**config.mk**
```make
export PLATFORM = sky130hd
export DESIGN_NAME = spi_sel_slave
export DESIGN_NICKNAME = d
export VERILOG_FILES = /design/src/rtl/spi_sel_pkg.sv /design/src/rtl/spi_sync.sv /design/src/rtl/spi_edge_ctrl.sv /design/src/rtl/spi_shift_core.sv /design/src/rtl/spi_sel_slave.sv
export SDC_FILE = /design/constraint.sdc
export NUM_CORES = 1
export LEC_CHECK = 0
export BUFFER_PORTS_ARGS = -buffer_cell sky130_fd_sc_hd__buf_4
export CAP_MARGIN = 20
export CORE_MARGIN = 4
export CORE_UTILIZATION = 30
export CTS_BUF_LIST = sky130_fd_sc_hd__clkbuf_4 sky130_fd_sc_hd__clkbuf_8 sky130_fd_sc_hd__clkbuf_16
export CTS_CLUSTER_DIAMETER = 60
export DETAILED_ROUTE_END_ITERATION = 8
export PLACE_DENSITY_LB_ADDON = 0.08
export SYNTH_ARGS = -nofsm -noshare
export SYNTH_HDL_FRONTEND = slang
export SYNTH_HIERARCHICAL = 1
export SYNTH_SLANG_ARGS = --single-unit
export TNS_END_PERCENT = 50
```
**constraint.sdc**
```tcl
create_clock -name clk -period 2.1 [get_ports clk]
set_clock_uncertainty 0.15 [all_clocks]
set_input_delay 0.21 -clock clk [delete_from_list [all_inputs] [get_ports clk]]
set_output_delay 0.21 -clock clk [all_outputs]
set_load 0.02 [all_outputs]
```
**src/rtl/spi_sel_pkg.sv**
```systemverilog
package spi_sel_pkg;

   localparam int MODE_W = 4;
   localparam logic [MODE_W-1:0] MODE_SEL  = 4'b0100;
   localparam logic [MODE_W-1:0] MODE_FREE = 4'b0101;

   typedef enum logic [1:0] {
      SLV_OFF    = 2'd0,
      SLV_SELECT = 2'd1,
      SLV_FREE   = 2'd2
   } slv_kind_e;

   function automatic slv_kind_e decode_mode(input logic [MODE_W-1:0] code);
      slv_kind_e kind;
      case (code)
         MODE_SEL:  kind = SLV_SELECT;
         MODE_FREE: kind = SLV_FREE;
         default:   kind = SLV_OFF;
      endcase
      return kind;
   endfunction

endpackage

```
**src/rtl/spi_sync.sv**
```systemverilog
module spi_sync #(
   parameter int WIDTH = 1,
   parameter int STAGES = 2,
   parameter logic [WIDTH-1:0] RST_VAL = '0
) (
   input  logic             clk,
   input  logic             rst_n,
   input  logic [WIDTH-1:0] d,
   output logic [WIDTH-1:0] q
);

   generate
      if (STAGES < 2) begin : g_bad_stages
         $error("spi_sync: STAGES must be at least 2");
      end
   endgenerate

   logic [WIDTH-1:0] chain [STAGES];

   genvar s;
   generate
      for (s = 0; s < STAGES; s++) begin : g_stage
         if (s == 0) begin : g_first
            always_ff @(posedge clk or negedge rst_n) begin
               if (!rst_n) chain[0] <= RST_VAL;
               else        chain[0] <= d;
            end
         end else begin : g_next
            always_ff @(posedge clk or negedge rst_n) begin
               if (!rst_n) chain[s] <= RST_VAL;
               else        chain[s] <= chain[s-1];
            end
         end
      end
   endgenerate

   assign q = chain[STAGES-1];

endmodule

```
**src/rtl/spi_edge_ctrl.sv**
```systemverilog
module spi_edge_ctrl (
   input  logic clk,
   input  logic rst_n,
   input  logic sck_s,
   input  logic cpol,
   input  logic cpha,
   output logic sample_ev,
   output logic shift_ev
);

   logic sck_d;
   logic rise, fall, lead, trail;

   always_ff @(posedge clk or negedge rst_n) begin
      if (!rst_n) sck_d <= 1'b0;
      else        sck_d <= sck_s;
   end

   assign rise  = sck_s & ~sck_d;
   assign fall  = ~sck_s & sck_d;
   // leading edge leaves the idle level
   assign lead  = cpol ? fall : rise;
   assign trail = cpol ? rise : fall;

   assign sample_ev = cpha ? trail : lead;
   assign shift_ev  = cpha ? lead  : trail;

endmodule

```
**src/rtl/spi_shift_core.sv**
```systemverilog
module spi_shift_core #(
   parameter int DATA_W = 8,
   localparam int CNT_W = (DATA_W > 1) ? $clog2(DATA_W) : 1
) (
   input  logic              clk,
   input  logic              rst_n,
   input  logic              clr,
   input  logic              sample_ev,
   input  logic              shift_ev,
   input  logic              sdi_s,
   input  logic [DATA_W-1:0] tx_buf,
   output logic              sdo_bit,
   output logic              byte_done,
   output logic [DATA_W-1:0] rx_word,
   output logic [CNT_W-1:0]  cnt_o
);

   localparam logic [CNT_W-1:0] LAST = CNT_W'(DATA_W - 1);

   logic [CNT_W-1:0]  cnt;
   logic [DATA_W-1:0] rx_sr;
   logic [DATA_W-1:0] tx_sr;
   logic              at_last;
   logic              at_first;

   assign at_last  = (cnt == LAST);
   assign at_first = (cnt == '0);

   always_ff @(posedge clk or negedge rst_n) begin
      if (!rst_n) begin
         cnt   <= '0;
         rx_sr <= '0;
      end else if (clr) begin
         cnt   <= '0;
         rx_sr <= '0;
      end else if (sample_ev) begin
         rx_sr <= {rx_sr[DATA_W-2:0], sdi_s};
         cnt   <= at_last ? '0 : cnt + 1'b1;
      end
   end

   // between bytes the outgoing register follows the buffer
   always_ff @(posedge clk or negedge rst_n) begin
      if (!rst_n)          tx_sr <= '0;
      else if (clr)        tx_sr <= tx_buf;
      else if (at_first)   tx_sr <= tx_buf;
      else if (shift_ev)   tx_sr <= {tx_sr[DATA_W-2:0], 1'b0};
   end

   assign sdo_bit   = tx_sr[DATA_W-1];
   assign byte_done = sample_ev && at_last && !clr;
   assign rx_word   = {rx_sr[DATA_W-2:0], sdi_s};
   assign cnt_o     = cnt;

endmodule

```
**src/rtl/spi_sel_slave.sv**
```systemverilog
module spi_sel_slave
   import spi_sel_pkg::*;
#(
   parameter int DATA_W      = 8,
   parameter int SYNC_STAGES = 2,
   parameter int KEEP_ON_OVF = 1,
   localparam int CNT_W = (DATA_W > 1) ? $clog2(DATA_W) : 1
) (
   input  logic              clk,
   input  logic              rst_n,
   input  logic              en,
   input  logic [3:0]        mode,
   input  logic              cpol,
   input  logic              cpha,
   input  logic              sck,
   input  logic              ss_n,
   input  logic              sdi,
   output logic              sdo,
   output logic              sdo_oe,
   input  logic              tx_wr,
   input  logic [DATA_W-1:0] tx_data,
   input  logic              rx_rd,
   output logic [DATA_W-1:0] rx_data,
   output logic              irq,
   input  logic              irq_clr,
   output logic              ovf,
   input  logic              ovf_clr,
   output logic              bad_cfg
);

   generate
      if (DATA_W < 2) begin : g_bad_width
         $error("spi_sel_slave: DATA_W must be at least 2");
      end
      if (SYNC_STAGES < 2) begin : g_bad_sync
         $error("spi_sel_slave: SYNC_STAGES must be at least 2");
      end
      if (KEEP_ON_OVF != 0 && KEEP_ON_OVF != 1) begin : g_bad_policy
         $error("spi_sel_slave: KEEP_ON_OVF must be 0 or 1");
      end
   endgenerate

   logic [2:0] pins_raw, pins_s;
   logic       sck_s, ss_s, sdi_s;

   assign pins_raw = {sdi, ss_n, sck};

   spi_sync #(
      .WIDTH   (3),
      .STAGES  (SYNC_STAGES),
      .RST_VAL (3'b010)
   ) u_sync (
      .clk   (clk),
      .rst_n (rst_n),
      .d     (pins_raw),
      .q     (pins_s)
   );

   assign sck_s = pins_s[0];
   assign ss_s  = pins_s[1];
   assign sdi_s = pins_s[2];

   slv_kind_e kind;
   logic      active, sel_ctl, run, clr;

   assign kind    = decode_mode(mode);
   assign active  = en && (kind != SLV_OFF);
   assign sel_ctl = (kind == SLV_SELECT);
   assign run     = active && (!sel_ctl || !ss_s);
   assign clr     = !run;

   // output enable follows the raw select pin so release is immediate
   assign sdo_oe  = active && (!sel_ctl || !ss_n);
   assign bad_cfg = en && cpha && (kind == SLV_FREE);

   logic sample_ev, shift_ev;

   spi_edge_ctrl u_edge (
      .clk       (clk),
      .rst_n     (rst_n),
      .sck_s     (sck_s),
      .cpol      (cpol),
      .cpha      (cpha),
      .sample_ev (sample_ev),
      .shift_ev  (shift_ev)
   );

   logic [DATA_W-1:0] tx_buf;

   always_ff @(posedge clk or negedge rst_n) begin
      if (!rst_n)     tx_buf <= '0;
      else if (tx_wr) tx_buf <= tx_data;
   end

   logic              byte_done;
   logic [DATA_W-1:0] rx_word;
   logic [CNT_W-1:0]  bit_cnt;
   logic              sdo_bit;

   spi_shift_core #(
      .DATA_W (DATA_W)
   ) u_core (
      .clk       (clk),
      .rst_n     (rst_n),
      .clr       (clr),
      .sample_ev (sample_ev),
      .shift_ev  (shift_ev),
      .sdi_s     (sdi_s),
      .tx_buf    (tx_buf),
      .sdo_bit   (sdo_bit),
      .byte_done (byte_done),
      .rx_word   (rx_word),
      .cnt_o     (bit_cnt)
   );

   assign sdo = sdo_bit;

   logic rx_full;
   logic overrun;
   logic rx_load;

   assign overrun = byte_done && rx_full && !rx_rd;

   generate
      if (KEEP_ON_OVF != 0) begin : g_keep
         assign rx_load = byte_done && !overrun;
      end else begin : g_replace
         assign rx_load = byte_done;
      end
   endgenerate

   always_ff @(posedge clk or negedge rst_n) begin
      if (!rst_n)       rx_data <= '0;
      else if (rx_load) rx_data <= rx_word;
   end

   always_ff @(posedge clk or negedge rst_n) begin
      if (!rst_n)         rx_full <= 1'b0;
      else if (byte_done) rx_full <= 1'b1;
      else if (rx_rd)     rx_full <= 1'b0;
   end

   always_ff @(posedge clk or negedge rst_n) begin
      if (!rst_n)         irq <= 1'b0;
      else if (byte_done) irq <= 1'b1;
      else if (irq_clr)   irq <= 1'b0;
   end

   always_ff @(posedge clk or negedge rst_n) begin
      if (!rst_n)       ovf <= 1'b0;
      else if (overrun) ovf <= 1'b1;
      else if (ovf_clr) ovf <= 1'b0;
   end

endmodule

```
# After elaboration in Yosys (flattened, before gate mapping)

Index checks and enable logic that the tools add are counted.

Bits of input ports: 24
Word-level logic and storage cells: 64
Flip-flop bits (word level): 44

Equality and inequality tests: 7
Muxes and demuxes: 19
Bitwise gates (word level): 4
Reductions and logical operators: 22
Add/subtract/negate cells: 1

Operators with widths:

| operator                                                               | count |
|---|---|
| 8-bit 2-to-1 mux                                                       | 3 |
| 7-bit 2-to-1 mux                                                       | 2 |
| 1-bit logical AND                                                      | 10 |
| 1-bit 2-to-1 mux                                                       | 10 |
| 3-bit 2-to-1 mux                                                       | 3 |
| 4-bit by 3-bit equality test with 1-bit output (second input constant) | 2 |
| 2-bit nonzero test                                                     | 4 |
| 1-bit logical NOT                                                      | 5 |
| 2-bit case mux with 2 select lines                                     | 1 |
| 3-bit by 1-bit adder with 3-bit output (second input constant)         | 1 |
| 3-bit equality test (second input constant)                            | 1 |
| 3-bit logical NOT                                                      | 1 |
| 3-bit by 1-bit != test with 1-bit output (second input constant)       | 1 |
| 1-bit bitwise AND                                                      | 2 |
| 2-bit by 1-bit equality test with 1-bit output (second input constant) | 1 |
| 2-bit equality test (second input constant)                            | 1 |
| 1-bit logical OR                                                       | 2 |
| 2-bit by 1-bit != test with 1-bit output (second input constant)       | 1 |
| 1-bit NOT                                                              | 2 |

# Depth between registers and ports, before layout

Depth in word-level cells: 11
Gate-level depth with buffers: 8
Gate-level depth less buffers: 6

# Hierarchy

The synthesis kept the hierarchy.

Modules (own cells, without submodules):

| module         | instances | sequential area each (sq um) | cells each | area an instance (sq um) |
|---|---|---|---|---|
| spi_shift_core | 1         | 450.4                        | 69         | 930.9 |
| spi_sel_slave  | 1         | 475.5                        | 50         | 780.7 |
| spi_sync       | 1         | 152.6                        | 9          | 175.2 |
| spi_edge_ctrl  | 1         | 25.0                         | 6          | 66.3 |

# Worst setup path before layout

OpenSTA, ideal clock, no wires.

Kind: register to register
Start point: register u_sync.chain (netlist bit u_sync/q[1])
End point: register rx_data[0]
Buffers on the path: 2
Path slack: -0.032 ns
Cell stages (with the launch flop): 8
Clock period less this slack: 2.132 ns
Arrival time: 1.857 ns
Cells stage by stage: dfstp_2 > buf_4 > inv_1 > o21ai_0 > clkbuf_1 > nor2_1 > nand2_4 > mux2_4

Longest elaborated chain between the ends: 8

RTL lines:

| element                           | RTL line             | RTL |
|---|---|---|
| from (decl)                       | spi_sync.sv:18       | `logic [WIDTH-1:0] chain [STAGES];` |
| from (signal, indexed assignment) | spi_sync.sv:31       | `else chain[s] <= chain[s-1];` |
| 1-bit logical NOT (*)             | spi_sel_slave.sv:69  | `assign run = active && (!sel_ctl \|\| !ss_s);` |
| 1-bit logical OR (*)              | spi_sel_slave.sv:69  |  |
| 1-bit logical AND (*)             | spi_sel_slave.sv:69  |  |
| 1-bit logical AND (*)             | spi_shift_core.sv:51 | `assign byte_done = sample_ev && at_last && !clr;` |
| net byte_done                     | spi_sel_slave.sv:95  | `logic byte_done;` |
| 1-bit logical AND (2 in a row)    | spi_sel_slave.sv:122 | `assign overrun = byte_done && rx_full && !rx_rd;` |
| 1-bit logical NOT                 | spi_sel_slave.sv:126 | `assign rx_load = byte_done && !overrun;` |
| 1-bit logical AND (*)             | spi_sel_slave.sv:126 |  |
| to (signal assigned)              | spi_sel_slave.sv:134 | `else if (rx_load) rx_data <= rx_word;` |
| to (decl)                         | spi_sel_slave.sv:23  | `output logic [DATA_W-1:0] rx_data,` |

The timed path passes the listed nets; every way through them passes the cells marked *.
A chain may end at the register's enable or synchronous reset.

# Worst setup path after layout

Start point: register u_core.cnt[0], in the netlist u_core/cnt_o[0]
End point: register rx_data[6]

Longest elaborated chain between the ends: 7

RTL lines:

| element                            | RTL line             | RTL |
|---|---|---|
| from (decl)                        | spi_shift_core.sv:20 | `logic [CNT_W-1:0] cnt;` |
| from (signal assigned)             | spi_shift_core.sv:38 | `cnt <= at_last ? '0 : cnt + 1'b1;` |
| 3-bit equality test (*)            | spi_shift_core.sv:26 | `assign at_last = (cnt == LAST);` |
| 1-bit logical AND (*) (2 in a row) | spi_shift_core.sv:51 |  |
| net byte_done                      | spi_sel_slave.sv:95  |  |
| 1-bit logical AND (2 in a row)     | spi_sel_slave.sv:122 |  |
| 1-bit logical NOT                  | spi_sel_slave.sv:126 |  |
| 1-bit logical AND (*)              | spi_sel_slave.sv:126 |  |

Marked as above.

==> metrics.yaml <==
ys_seq_elements: 44
yosys-top-cells-area: "dfrtp_1 54%, mux2_4 18%, mux2i_1 5.6%"
clk_pin_slew_ps: 80
drive_above_1_share_pct: 45.5
setup_violations: 0
post_cts_resized: 0
max_stage_delay_ps: 400
initial_utilization_pct: 30.8
period_share_pct: 85.8
routed_wl_mm: 3.43
boundaryPins: 37
fmax_ghz: 0.555
place_area_um2: 2290
cts-root-buf: "clkbuf_8"
vias_per_cell: 4.38
multiInputGateArea_um2: 764
num_rows: 29
vias: 1156
tightest_slew_ps: 559
crit_path_start: "u_core/cnt_o[0]"
p_total_w: 0.00175
synth_top_flop_cell: "dfrtp_1"
ys_types: 26
crit_required_ps: 2130
coreArea_um2: 6350
p_comb_share_pct: 11.4
final_core_util_pct: 40.0
synth_edf_count: 0
seq_area_um2: 1100
area_growth_pct: 30.0
switchingPower_w: 0.000364
grt_pass1_wl_mm: 5.89
stdcell_area_um2: 2540
synth_seq_area_share_pct: 56.5
yosysTopAreaCellShare_pct: 53.8
cp_cell_sequence: "ha_1, ha_1, nand2_1, nor2_1, nand2_4, mux2_4"
synth_common_cells: "42 x dfrtp_1, 23 x mux2_4, 11 x mux2i_1, 11 x nor2_1"
r2r-end: "rx_data[6]"
r2r_slack_ps: 300
dieWidth_um: 88.7
crit_family: "simple AND/OR/NAND/NOR gates"
nFillCells: 599
drt_first_pass_iters: 4
hpwl_mm: 2.39
grt_max_degree: 45
ff2ff_path_depth: 6
path_class: "reg -> reg"
async_flop_share_pct: 100
slew_violations: 0
swShare_pct: 20.9
crit_end: "rx_data[6]"
antenna_found_initial: 0
final_antenna_net_count: 0
ys_warn_count: 6
syn_area_um2: 1950
clock-sinks: 44
status: "complete, no violations"
avgSynthCellArea_um2: 14.6
fin_crit_ps: 1800
grt_pass1_vias: 1270
die_y_um: 88.7
power_frac_seq_pct: 51.8
initialDrtViolationCount: 28
hold_violations: 0
gp_congestion: 0.657
synth_top_area_cell: "dfrtp_1"
htreeDepth: 2
powerDensity_nw_per_um2: 688
ir_drop_mv: 0.301
wl_per_cell_um: 13.0
io_buffers: 36
worstPathMaxFanout: 8
grt_use_total_pct: 9.81
total_leakage_power_nw: 1.22
drc: 0
end_kind: "register"
synth.most_common_cell: "dfrtp_1"
maxCapViolCount: 0
max_slew_margin_pct: 62.7
cpMostUsedCell: "ha_1"
cts_tree: "built"
grt_setup_unrepaired: "false"
die_area_um2: 7870
finalSetupTns_ps: 0
r2r_start: "u_core/cnt_o[0]"
cts_buffers: 5
min_path_type: "in -> reg"
synth_fp_nets: 161
grt_overflow: 0
clock_latency_ps: 290
worstPathArrival_ps: 1830
clockPowerShare_pct: 36.8
synthCells: 134
num_antenna_cells: 0
cpMaxStageDelayCell: "dfrtp_1"
internal_power_w: 0.00138
fin_nets: 213
clock_path_buffers: 2
critical_path_buf_inv_count: 0
worstSetupPathDepth: 6
cts_setup_buffers: 0
crit_path_start_kind: "register"
==> cell families after synthesis <==
family,after synthesis,share of synthesized area (%)
and+or+nand+nor,22,6.53
buffers and inverters,16,4.36
muxes,42,27.9
DFF,44,56.5
AOI/OAI and AO/OA,6,2.31
adders and majority gates,3,1.92
xor gates and xnor gates,1,0.449
==> registers in the layout (all words and copies together), names as in the netlist <==
name	cells
irq	1
u_edge/sck_d	1
u_core/cnt_o	3
tx_buf	8
u_core/tx_sr	8
ovf	1
rx_data	8
rx_full	1
u_sync/q	3
u_core/rx_sr	7
u_sync/chain	3
==> what timing repair did <==
| item | in CTS | in global routing |
|---|---|---|
| hold buffers | 14 | 0 |
| endpoints found under the hold margin | 55 | 0 |
| setup endpoints to repair | 0 | 0 |
==> routing by layer <==
layer / vias up / track usage (%) / wire length [um]
met5: - / 0 / 0
met4: 0 / 3.30 / 44
met3: 5 / 3.07 / 232
met2: 36 / 16.4 / 1640
met1: 567 / 12.0 / 1520
li1: 548 / - / -
==> area by class of cell <==
cell class | instances | share of cell area (%)
flip-flops and latches | 44 | 43.5
multi-input cells | 74 | 30.1
repair buffers | 53 | 17.1
well taps | 77 | 3.79
clock buffers | 6 | 3.01
clock inverters | 2 | 1.38
inverters | 8 | 1.18
==> worst reg2reg max path, stage by stage, from the launching register on <==
cell and delay [ps]:
dfrtp_1 400, ha_1 180, ha_1 190, nand2_1 70, nor2_1 200, nand2_4 160
mux2_4 330
==> power groups by stage <==
stage / registers (W) / clock network, W / logic (W)
after floorplan: 0.000918 / 0 / 0.000120
after CTS: 0.000905 / 0.000670 / 0.000203
after global routing: 0.000912 / 0.000710 / 0.000219
after global placement: 0.000922 / 0 / 0.000179
after detailed placement: 0.000922 / 0 / 0.000181
final: 0.000905 / 0.000643 / 0.000199
==> through the flow <==
stage / setup WS (ps) / std cells / hold slack [ps]
after floorplan: 25.1 / 134 / -236
after global placement: 192 / 242 / 93.1
after detailed placement: 167 / 242 / 100
after CTS: 272 / 264 / 59.2
after global routing: 169 / 264 / 52.5
final: 298 / 264 / 67.9
==> how the worst min path moves through the flow <==
stage	cells after the start	endpoint	from	slack, ps
after detailed placement	1	rx_data[7]	rst_n	100
after global routing	3	rx_full	rx_rd	50
final	3	rx_full	rx_rd	70
after CTS	3	rx_full	rx_rd	60
after floorplan	0	irq	rst_n	-240
after global placement	1	rx_data[7]	rst_n	90
==> cells in the final DEF, fill, tap and decap left out, drive strengths merged, types with 3 or more instances in the layout <==
| cell | instances |
|---|---|
| mux2i | 11 |
| ha | 3 |
| dfrtp | 42 |
| nand2b | 4 |
| nand2 | 3 |
| dlygate4sd3 | 14 |
| clkbuf | 6 |
| mux2 | 31 |
| inv | 8 |
| buf | 39 |
| nor2 | 11 |
Note: power is estimated with default switching activity, not from simulation.
